**src/rtl/uvu_pkg.sv**
```systemverilog
package uvu_pkg;
    localparam int WORD_W   = 32;
    localparam int F24_W    = 24;
    localparam int COMP_N   = 4;
    localparam int VEC_W    = COMP_N * F24_W;
    localparam int EXP8_W   = 8;
    localparam int EXP7_W   = 7;
    localparam int MAN_W    = 16;
    // single-precision bias 127 minus narrow bias 63
    localparam int EXP_SHIFT = 64;

    typedef enum logic {
        MODE_PACKED = 1'b0,
        MODE_FP32   = 1'b1
    } mode_e;
endpackage

```
**src/rtl/uvu_addr_dec.sv**
```systemverilog
module uvu_addr_dec #(
    parameter int ADDR_W = 12,
    parameter logic [ADDR_W-1:0] SETUP_ADDR = 12'h2C0,
    parameter logic [ADDR_W-1:0] DATA_BASE = 12'h2C1,
    parameter int DATA_ALIASES = 8
) (
    input  logic              bus_wr,
    input  logic [ADDR_W-1:0] bus_addr,
    output logic              setup_hit,
    output logic              data_hit
);
    localparam logic [ADDR_W-1:0] DATA_END = ADDR_W'(DATA_BASE + DATA_ALIASES);

    always_comb begin
        setup_hit = bus_wr && (bus_addr == SETUP_ADDR);
        data_hit  = bus_wr && (bus_addr >= DATA_BASE) && (bus_addr < DATA_END);
    end
endmodule

```
**src/rtl/uvu_fconv.sv**
```systemverilog
module uvu_fconv
    import uvu_pkg::*;
(
    input  logic [WORD_W-1:0] word_i,
    output logic [F24_W-1:0]  f24_o
);
    localparam logic [EXP8_W-1:0] UNDER_LIM = EXP8_W'(EXP_SHIFT);
    localparam logic [EXP8_W-1:0] OVER_LIM  = EXP8_W'(EXP_SHIFT + (1 << EXP7_W));

    logic              sgn;
    logic [EXP8_W-1:0] exp_in;
    logic [EXP8_W-1:0] exp_rb;
    logic [EXP7_W-1:0] exp_out;

    always_comb begin
        sgn     = word_i[WORD_W-1];
        exp_in  = word_i[WORD_W-2 -: EXP8_W];
        exp_rb  = exp_in - UNDER_LIM;
        exp_out = exp_rb[EXP7_W-1:0];
        if (exp_in <= UNDER_LIM) begin
            f24_o = {sgn, {(F24_W-1){1'b0}}};
        end else if (exp_in >= OVER_LIM) begin
            f24_o = {sgn, {EXP7_W{1'b1}}, word_i[WORD_W-2-EXP8_W -: MAN_W]};
        end else begin
            f24_o = {sgn, exp_out, word_i[WORD_W-2-EXP8_W -: MAN_W]};
        end
    end
endmodule

```
**src/rtl/uvu_pack24.sv**
```systemverilog
module uvu_pack24
    import uvu_pkg::*;
(
    input  logic [WORD_W-1:0] p0,
    input  logic [WORD_W-1:0] p1,
    input  logic [WORD_W-1:0] p2,
    output logic [VEC_W-1:0]  vec_o
);
    logic [F24_W-1:0] cx, cy, cz, cw;

    always_comb begin
        cw    = p0[31:8];
        cz    = {p0[7:0], p1[31:16]};
        cy    = {p1[15:0], p2[31:24]};
        cx    = p2[23:0];
        vec_o = {cw, cz, cy, cx};
    end
endmodule

```
**src/rtl/uvec_unpacker.sv**
```systemverilog
module uvec_unpacker
    import uvu_pkg::*;
#(
    parameter int ADDR_W = 12,
    parameter logic [ADDR_W-1:0] SETUP_ADDR = 12'h2C0,
    parameter logic [ADDR_W-1:0] DATA_BASE = 12'h2C1,
    parameter int DATA_ALIASES = 8,
    parameter int IDX_W = 7,
    parameter int NUM_ENTRIES = 96,
    parameter int MODE_BIT = 31
) (
    input  logic               clk,
    input  logic               rst,
    input  logic               bus_wr,
    input  logic [ADDR_W-1:0]  bus_addr,
    input  logic [31:0]        bus_data,
    output logic               cfg_fp32,
    output logic [IDX_W-1:0]   cfg_index,
    output logic               mem_we,
    output logic [IDX_W-1:0]   mem_idx,
    output logic [95:0]        mem_data,
    output logic               err
);
    localparam int STAGE_N = COMP_N - 1;
    localparam int CNT_W = $clog2(COMP_N);
    localparam logic [IDX_W-1:0] LAST_IDX = IDX_W'(NUM_ENTRIES - 1);
    localparam logic [CNT_W-1:0] LAST_FP32 = CNT_W'(COMP_N - 1);
    localparam logic [CNT_W-1:0] LAST_PACK = CNT_W'(STAGE_N - 1);

    typedef struct packed {
        mode_e                          mode;
        logic [IDX_W-1:0]               idx;
        logic [CNT_W-1:0]               cnt;
        logic [STAGE_N-1:0][WORD_W-1:0] stage;
        logic                           we;
        logic [IDX_W-1:0]               widx;
        logic [VEC_W-1:0]               wdata;
        logic                           err;
    } state_t;

    state_t s_d, s_q;

    logic setup_hit, data_hit;
    logic [VEC_W-1:0] pack_vec, fp32_vec;
    logic [COMP_N-1:0][WORD_W-1:0] conv_in;

    uvu_addr_dec #(
        .ADDR_W(ADDR_W), .SETUP_ADDR(SETUP_ADDR),
        .DATA_BASE(DATA_BASE), .DATA_ALIASES(DATA_ALIASES)
    ) u_dec (
        .bus_wr(bus_wr), .bus_addr(bus_addr),
        .setup_hit(setup_hit), .data_hit(data_hit)
    );

    uvu_pack24 u_pack (
        .p0(s_q.stage[0]), .p1(s_q.stage[1]), .p2(bus_data), .vec_o(pack_vec)
    );

    // word i of the vector feeds component 3-i; the live bus word is the last
    genvar gi;
    generate
        for (gi = 0; gi < COMP_N; gi++) begin : g_conv
            if (gi < STAGE_N) begin : g_staged
                assign conv_in[gi] = s_q.stage[gi];
            end else begin : g_live
                assign conv_in[gi] = bus_data;
            end
            uvu_fconv u_fc (
                .word_i(conv_in[gi]),
                .f24_o(fp32_vec[VEC_W-1-gi*F24_W -: F24_W])
            );
        end
    endgenerate

    always_comb begin
        logic last;
        s_d    = s_q;
        s_d.we = 1'b0;
        last   = (s_q.mode == MODE_FP32) ? (s_q.cnt == LAST_FP32)
                                         : (s_q.cnt == LAST_PACK);
        if (setup_hit) begin
            s_d.mode = mode_e'(bus_data[MODE_BIT]);
            s_d.idx  = bus_data[IDX_W-1:0];
            s_d.cnt  = '0;
        end else if (data_hit) begin
            if (!last) begin
                s_d.stage[s_q.cnt] = bus_data;
                s_d.cnt = s_q.cnt + CNT_W'(1);
            end else begin
                s_d.cnt = '0;
                if (s_q.idx <= LAST_IDX) begin
                    s_d.we    = 1'b1;
                    s_d.widx  = s_q.idx;
                    s_d.wdata = (s_q.mode == MODE_FP32) ? fp32_vec : pack_vec;
                    s_d.idx   = s_q.idx + IDX_W'(1);
                end else begin
                    s_d.err = 1'b1;
                end
            end
        end
    end

    always_ff @(posedge clk) begin
        if (rst) s_q <= '0;
        else     s_q <= s_d;
    end

    assign cfg_fp32  = (s_q.mode == MODE_FP32);
    assign cfg_index = s_q.idx;
    assign mem_we    = s_q.we;
    assign mem_idx   = s_q.widx;
    assign mem_data  = s_q.wdata;
    assign err       = s_q.err;
endmodule

```
**config.mk**
```make
export PLATFORM = sky130hd
export DESIGN_NAME = uvec_unpacker
export DESIGN_NICKNAME = d
export VERILOG_FILES = /design/src/rtl/uvu_pkg.sv /design/src/rtl/uvu_addr_dec.sv /design/src/rtl/uvu_fconv.sv /design/src/rtl/uvu_pack24.sv /design/src/rtl/uvec_unpacker.sv
export SDC_FILE = /design/constraint.sdc
export NUM_CORES = 1
export LEC_CHECK = 0
export BUFFER_PORTS_ARGS = -buffer_cell sky130_fd_sc_hd__buf_2
export CAP_MARGIN = 40
export CORE_ASPECT_RATIO = 1.5
export CORE_MARGIN = 1.5
export CORE_UTILIZATION = 30
export DETAILED_ROUTE_END_ITERATION = 10
export PLACE_DENSITY = 0.49
export RECOVER_POWER = 25
export SLEW_MARGIN = 20
export SYNTH_ARGS = -nofsm -noshare
export SYNTH_HDL_FRONTEND = slang
export SYNTH_SLANG_ARGS = --single-unit
export TNS_END_PERCENT = 100
```
**constraint.sdc**
```tcl
create_clock -name clk -period 6.9 [get_ports clk]
set_input_delay 0 -clock clk [delete_from_list [all_inputs] [get_ports clk]]
set_output_delay 0 -clock clk [all_outputs]
set_load 0.05 [all_outputs]
```
* Word-level counts from Yosys, hierarchy flattened *
Cells that the tools add are included.

storage, ports and cells
  register bits = 211
  input bits = 47
  output and inout port bits = 113
  word-level logic and storage cells = 71

operators by class
  $add $sub $neg = 6
  magnitude comparators = 13
  equal/unequal tests = 3
  multiplexer cells = 22
  bitwise logic cells = 4
  reduce and logical (&&, ||, !) cells = 13

operators with widths
  cell                                                                                    count
  210-bit two-way mux                                                                     1
  23-bit two-way mux                                                                      8
  105-bit two-way mux                                                                     1
  104-bit two-way mux                                                                     1
  96-bit bitwise mux                                                                      1
  96-bit two-way mux                                                                      1
  95-bit two-way mux                                                                      1
  32-bit demux with 2-bit select                                                          1
  8-bit greater-or-equal comparator (second input constant)                               4
  8-bit by 7-bit <= comparator with 1-bit output (second input constant)                  4
  32-bit two-way mux                                                                      1
  7-bit subtractor (second input constant)                                                4
  7-bit two-way mux                                                                       2
  12-bit by 10-bit equality test with 1-bit output (second input constant)                1
  12-bit by 10-bit greater-or-equal comparator with 1-bit output (second input constant)  1
  12-bit by 10-bit < comparator with 1-bit output (second input constant)                 1
  9-bit two-way mux                                                                       1
  4-bit AND reduction                                                                     2
  7-bit by 1-bit adder with 7-bit output (second input constant)                          1
  7-bit <= comparator (second input constant)                                             1
  3-bit AND reduction                                                                     2
  2-bit nonzero test                                                                      3
  2-bit equality test (second input constant)                                             2
  1-bit logical AND                                                                       4
  8 further kinds                                                                         12

* Logic depth before layout (Yosys ltp) *
  word-level depth = 8
  depth in mapped cells = 9
  depth with buffers taken out = 6

* Modules after synthesis *
A second synthesis with hierarchy kept.

unflattened totals
  cell total of the unflattened synthesis = 1391
  area, all modules = 11412.2 sq um

by module, submodules not included
  module         instances  cells each  area an instance (sq um)  sequential area each (sq um)
  uvec_unpacker  1          1076        9455.3                    4224.1
  uvu_fconv      4          53          295.3                     0.0
  uvu_pack24     1          96          720.7                     0.0
  uvu_addr_dec   1          7           55.1                      0.0

* Worst setup path after synthesis *
No wires, ideal clock.

  path kind = register -> register
  from = register s_q (netlist bit cfg_fp32)
  to = register s_q (netlist bit mem_data[62])
  library setup time = 0.070 ns
  arrival time = 2.358 ns
  data required time = 6.830 ns
  slack = 4.472 ns
  stages on the path, launching flop included = 9
  path buffers = 3
  period minus slack after synthesis = 2.428 ns
  cells stage by stage = dfxtp_1 -> clkbuf_1 -> xnor2_1 -> nand2_1 -> clkbuf_1 -> nor4_2 -> clkbuf_1 -> o211ai_1 -> a21oi_1

on the way
  longest elaborated chain between the ends = 2
  elaborated cells on any way between the ends = 3
  classes of those cells = mux (2); reduce/logical (1)

ends and longest elaborated chain
  what                           RTL line              RTL
  start: declaration             uvec_unpacker.sv:41   state_t s_d, s_q;
  start signal: assignment       uvec_unpacker.sv:104  if (rst) s_q <= '0;
  start signal: assignment       uvec_unpacker.sv:105  else s_q <= s_d;
  1-bit two-way mux              uvec_unpacker.sv:79   last = (s_q.mode == MODE_FP32) ? (s_q.cnt == LAST_FP32)
  4-bit AND reduction (no line)  -

Parallel ways exist; a longest one is shown, timed or not.
A chain may end at the register's enable or synchronous reset.

* Final worst setup path *
  from = input port bus_addr[10]
  to = register s_q (netlist bit cfg_index[4])

on the way
  longest elaborated chain between the ends = 5
  elaborated cells on any way between the ends = 11
  classes of those cells = order compare (2); eq/ne (1); mux (1); reduce/logical (7)

ends and longest elaborated chain
  what                                                            RTL line             RTL
  start: declaration                                              uvec_unpacker.sv:15  input logic [ADDR_W-1:0] bus_addr,
  12-bit by 10-bit greater-or-equal comparator with 1-bit output  uvu_addr_dec.sv:16   data_hit = bus_wr && (bus_addr >= DATA_BASE) && (bus_addr < DATA_END);
  1-bit logical AND (2 in series)                                 uvu_addr_dec.sv:16
  2-bit nonzero test (no line)                                    -
  3-bit AND reduction (no line)                                   -

Parallel ways exist; a longest one is shown, timed or not.

==> impl_metrics.csv <==
group,metric,value,unit
outcome,status,"completed",
synth,synth.largest_area_cell,"dfxtp_1",
grt,gr-usage-all-layers,19.3,%
synth,synthArstFlopShare,0,%
die,die_h,216,µm
clock_tree,htreeDepth,1,
power,ir_drop,0.000154,V
sta,post-route-min-period,3.31,ns
worst_setup_path,worstPathRequired,7.32,ns
worst_setup_path,cp.arrival,3.74,ns
sta,min_period_over_period,48.0,%
routing,postRouteAntennaNets,0,
placement,gp_congestion,0.808,
clock_tree,root_buffer,"clkbuf_16",
worst_setup_path,crit_slowest_cell,"or4_2",
worst_setup_path,reg2reg_from,"cfg_index[0]$_SDFFE_PP0P_",
power,powerDensity,231,nW/µm²
clock_tree,cts_made_buffers,21,
worst_setup_path,worst-path-max-fanout,65,
die,start_util,30.7,%
worst_setup_path,reg2reg_slack,3.83,ns
worst_setup_path,worst_r2r_endpoint,"cfg_index[4]$_SDFFE_PP0P_",
grt,grt_max_degree,82,
run,cap_viol_max_count,0,
clock_tree,cts_num_sinks,204,
grt,grt_first_pass_wirelength,46800,µm
min_path,hp-class,"primary input to flip-flop",
sta,fin_setup_tns,0,ns
finish,nFillCells,3206,
finish,multi_input_area,3820,µm²
power,power.switching,546,µW
sta,setup_violations,0,
worst_setup_path,crit_path_end_kind,"flip-flop",
power,p_int,1840,µW
routing,firstDrtPassIters,5,
sta,rsz0062_at_grt,"no",
synth,ys_ff_latch,204,
finish,layout-area-overhead-vs-synth,14.1,%
worst_setup_path,path_class,"primary input to flip-flop",
power,p_leak,0.00345,µW
synth,synth_edf_count,0,
power,p_seq_share,49.4,%
power,p_comb_share,4.2,%
finish,utilization,35.0,%
min_path,worstHoldStart,"bus_addr[8]",
sta,fmax,0.302,GHz
synth,yosysMostFrequentCell,"nand2_1",
synth,synth_area_leaders,"dfxtp_1, buf_4, nand2_1",
worst_setup_path,path_cells,"dlygate4sd3_1, buf_2, or4b_4, or3_1, or4_2, buf_4, or4_1, a31oi_1",
clock_tree,ctsResizeCount,0,
finish,nets,1206,
synth,ys_types,43,
finish,drive_above_1_share,11.9,%
placement,dp_hpwl,20500,µm
synth,syn_area_per_cell,8.13,µm²
synth,yosysWarnings,0,
routing,wl,31100,µm
synth,synth_common_cells,"nand2_1, dfxtp_1, a21oi_1, buf_4, nor2_1",
grt,overflow,0,
min_path,hold_depth,4,
sta,relSlewSlack,50.4,%
synth,synth_cells,1116,
worst_setup_path,critPathLaunchType,"primary input",
sta,tightest_slew,0.744,ns
finish,diodes,0,
routing,routedWlPerCell,19.9,µm
power,p_sw_share,22.9,%
sta,whs,0.0335,ns
grt,antenna_found_initial,0,
placement,io_buffers,159,
clock_tree,path_clk_slew,0.06,ns
die,die_x,145,µm
routing,vias,7973,
worst_setup_path,r2r_cells,7,
synth,ys_seq_area_share,45.0,%
finish,regArea,4080,µm²
synth,netlist_area,9070,µm²
clock_tree,cts_max_path_buffers,3,
sta,worst_clock_skew,0.0128,ns
die,ios,160,
power,pwr-share-clk,46.4,%
routing,drc,0,
grt,grt_pass1_vias,7452,
synth,ys.flop_type,"dfxtp_1",
clock_tree,cts_tree,"done",
sta,finalHoldViolations,0,
clock_tree,insertion_delay,0.51,ns
routing,drt-initial-drc-count,543,
routing,via_per_inst,5.10,
sta,slew_violations,0,
min_path,min_to,"s_q[202]$_SDFFE_PP0P_",
synth,synth.top_cell.area_share,45.0,%
worst_setup_path,cpPeakStageDelay,0.91,ns
die,die_area,31300,µm²
die,placementRows,77,
synth,syn-num-nets,1167,
die,core_area,29600,µm²
-- layout by cell type, fill, tap and decap left out, types with 4 or more instances in the layout --
cell	Yosys	layout
a211oi_1	30	30
a21oi_1	120	120
a221oi_1	63	63
a31oi_1	6	6
buf_2	1	80
buf_4	110	16
clkbuf_1	87	84
clkbuf_16	0	21
clkinv_2	0	5
dfxtp_1	204	204
dlygate4sd3_1	0	37
ha_1	4	4
inv_1	8	7
maj3_1	13	13
mux2i_1	20	20
nand2_1	217	217
nand3_1	6	6
nor2_1	95	95
nor3_1	75	75
o21ai_0	8	8
o21bai_1	4	4
or4_1	6	5
-- per-layer routing --
metal,GRT usage [%],up-vias,wire (µm)
met2,32.3,268,14800
met4,6.98,0,955
met3,2.30,49,1760
li1,-,3862,-
met1,25.5,3794,13500
met5,0,-,0
-- worst max-delay path: cells and delay by family --
family | cells | cell delay [ns]
buffers and inverters | 3 | 1.09
AO/OA/AOI/OAI | 1 | 0.16
AND/OR/NAND/NOR | 4 | 2.47
-- power groups by stage --
stage	Clock (µW)	Sequential, µW	Combinational, µW
after floorplan	0	1200	26.0
after CTS	1130	1180	97.1
after global routing	1180	1180	104
after detailed placement	0	1200	82.2
final	1110	1180	100
after global placement	0	1200	79.8
-- worst max path at each step --
stage                           from                         to  slack, ns  depth (start not counted)
2_1_floorplan  cfg_fp32$_SDFFE_PP0P_  mem_data[62]$_SDFFE_PP0P_       4.47                          8
3_3_place_gp            bus_addr[10]  cfg_index[4]$_SDFFE_PP0P_       3.64                          7
3_5_place_dp            bus_addr[10]  cfg_index[4]$_SDFFE_PP0P_       3.61                          7
4_1_cts                 bus_addr[10]  cfg_index[4]$_SDFFE_PP0P_       3.60                          8
5_1_grt                 bus_addr[10]  cfg_index[4]$_SDFFE_PP0P_       3.46                          8
6_report                bus_addr[10]  cfg_index[4]$_SDFFE_PP0P_       3.59                          8
-- final cells by class --
| class | instances | share of cell area [%] |
|---|---|---|
| flip-flops and latches | 204 | 39.5 |
| clock inverters | 7 | 0.617 |
| multi-input cells | 704 | 37.0 |
| well taps | 395 | 4.78 |
| inverters | 8 | 0.290 |
| repair buffers | 216 | 12.2 |
| clock buffers | 29 | 5.66 |
-- kinds of logic after synthesis --
kind of cell               Yosys count  share of synthesized area [%]
AOI/OAI and AO/OA                  245                           17.6
muxes                               20                           2.21
adders and majority gates           17                           1.99
and+or+nand+nor                    418                           19.6
buffers and inverters              208                           13.2
xor gates and xnor gates             4                          0.386
DFF                                204                           45.0
-- through the flow --
stage | std cells | setup slack [ns] | power (µW) | instance area, µm²
detailed placement | 1489 | 3.61 | 1290 | 9400
global placement | 1485 | 3.64 | 1280 | 9340
CTS | 1562 | 3.60 | 2410 | 10400
global route | 1563 | 3.46 | 2460 | 10300
floorplan | 1116 | 4.47 | 1230 | 9070
finish | 1563 | 3.59 | 2380 | 10300
-- timing repair --
action                    CTS  global route
setup buffers               0             0
hold buffers               37             0
hold endpoints to repair  127             0
(Power assumes the default switching activity.)
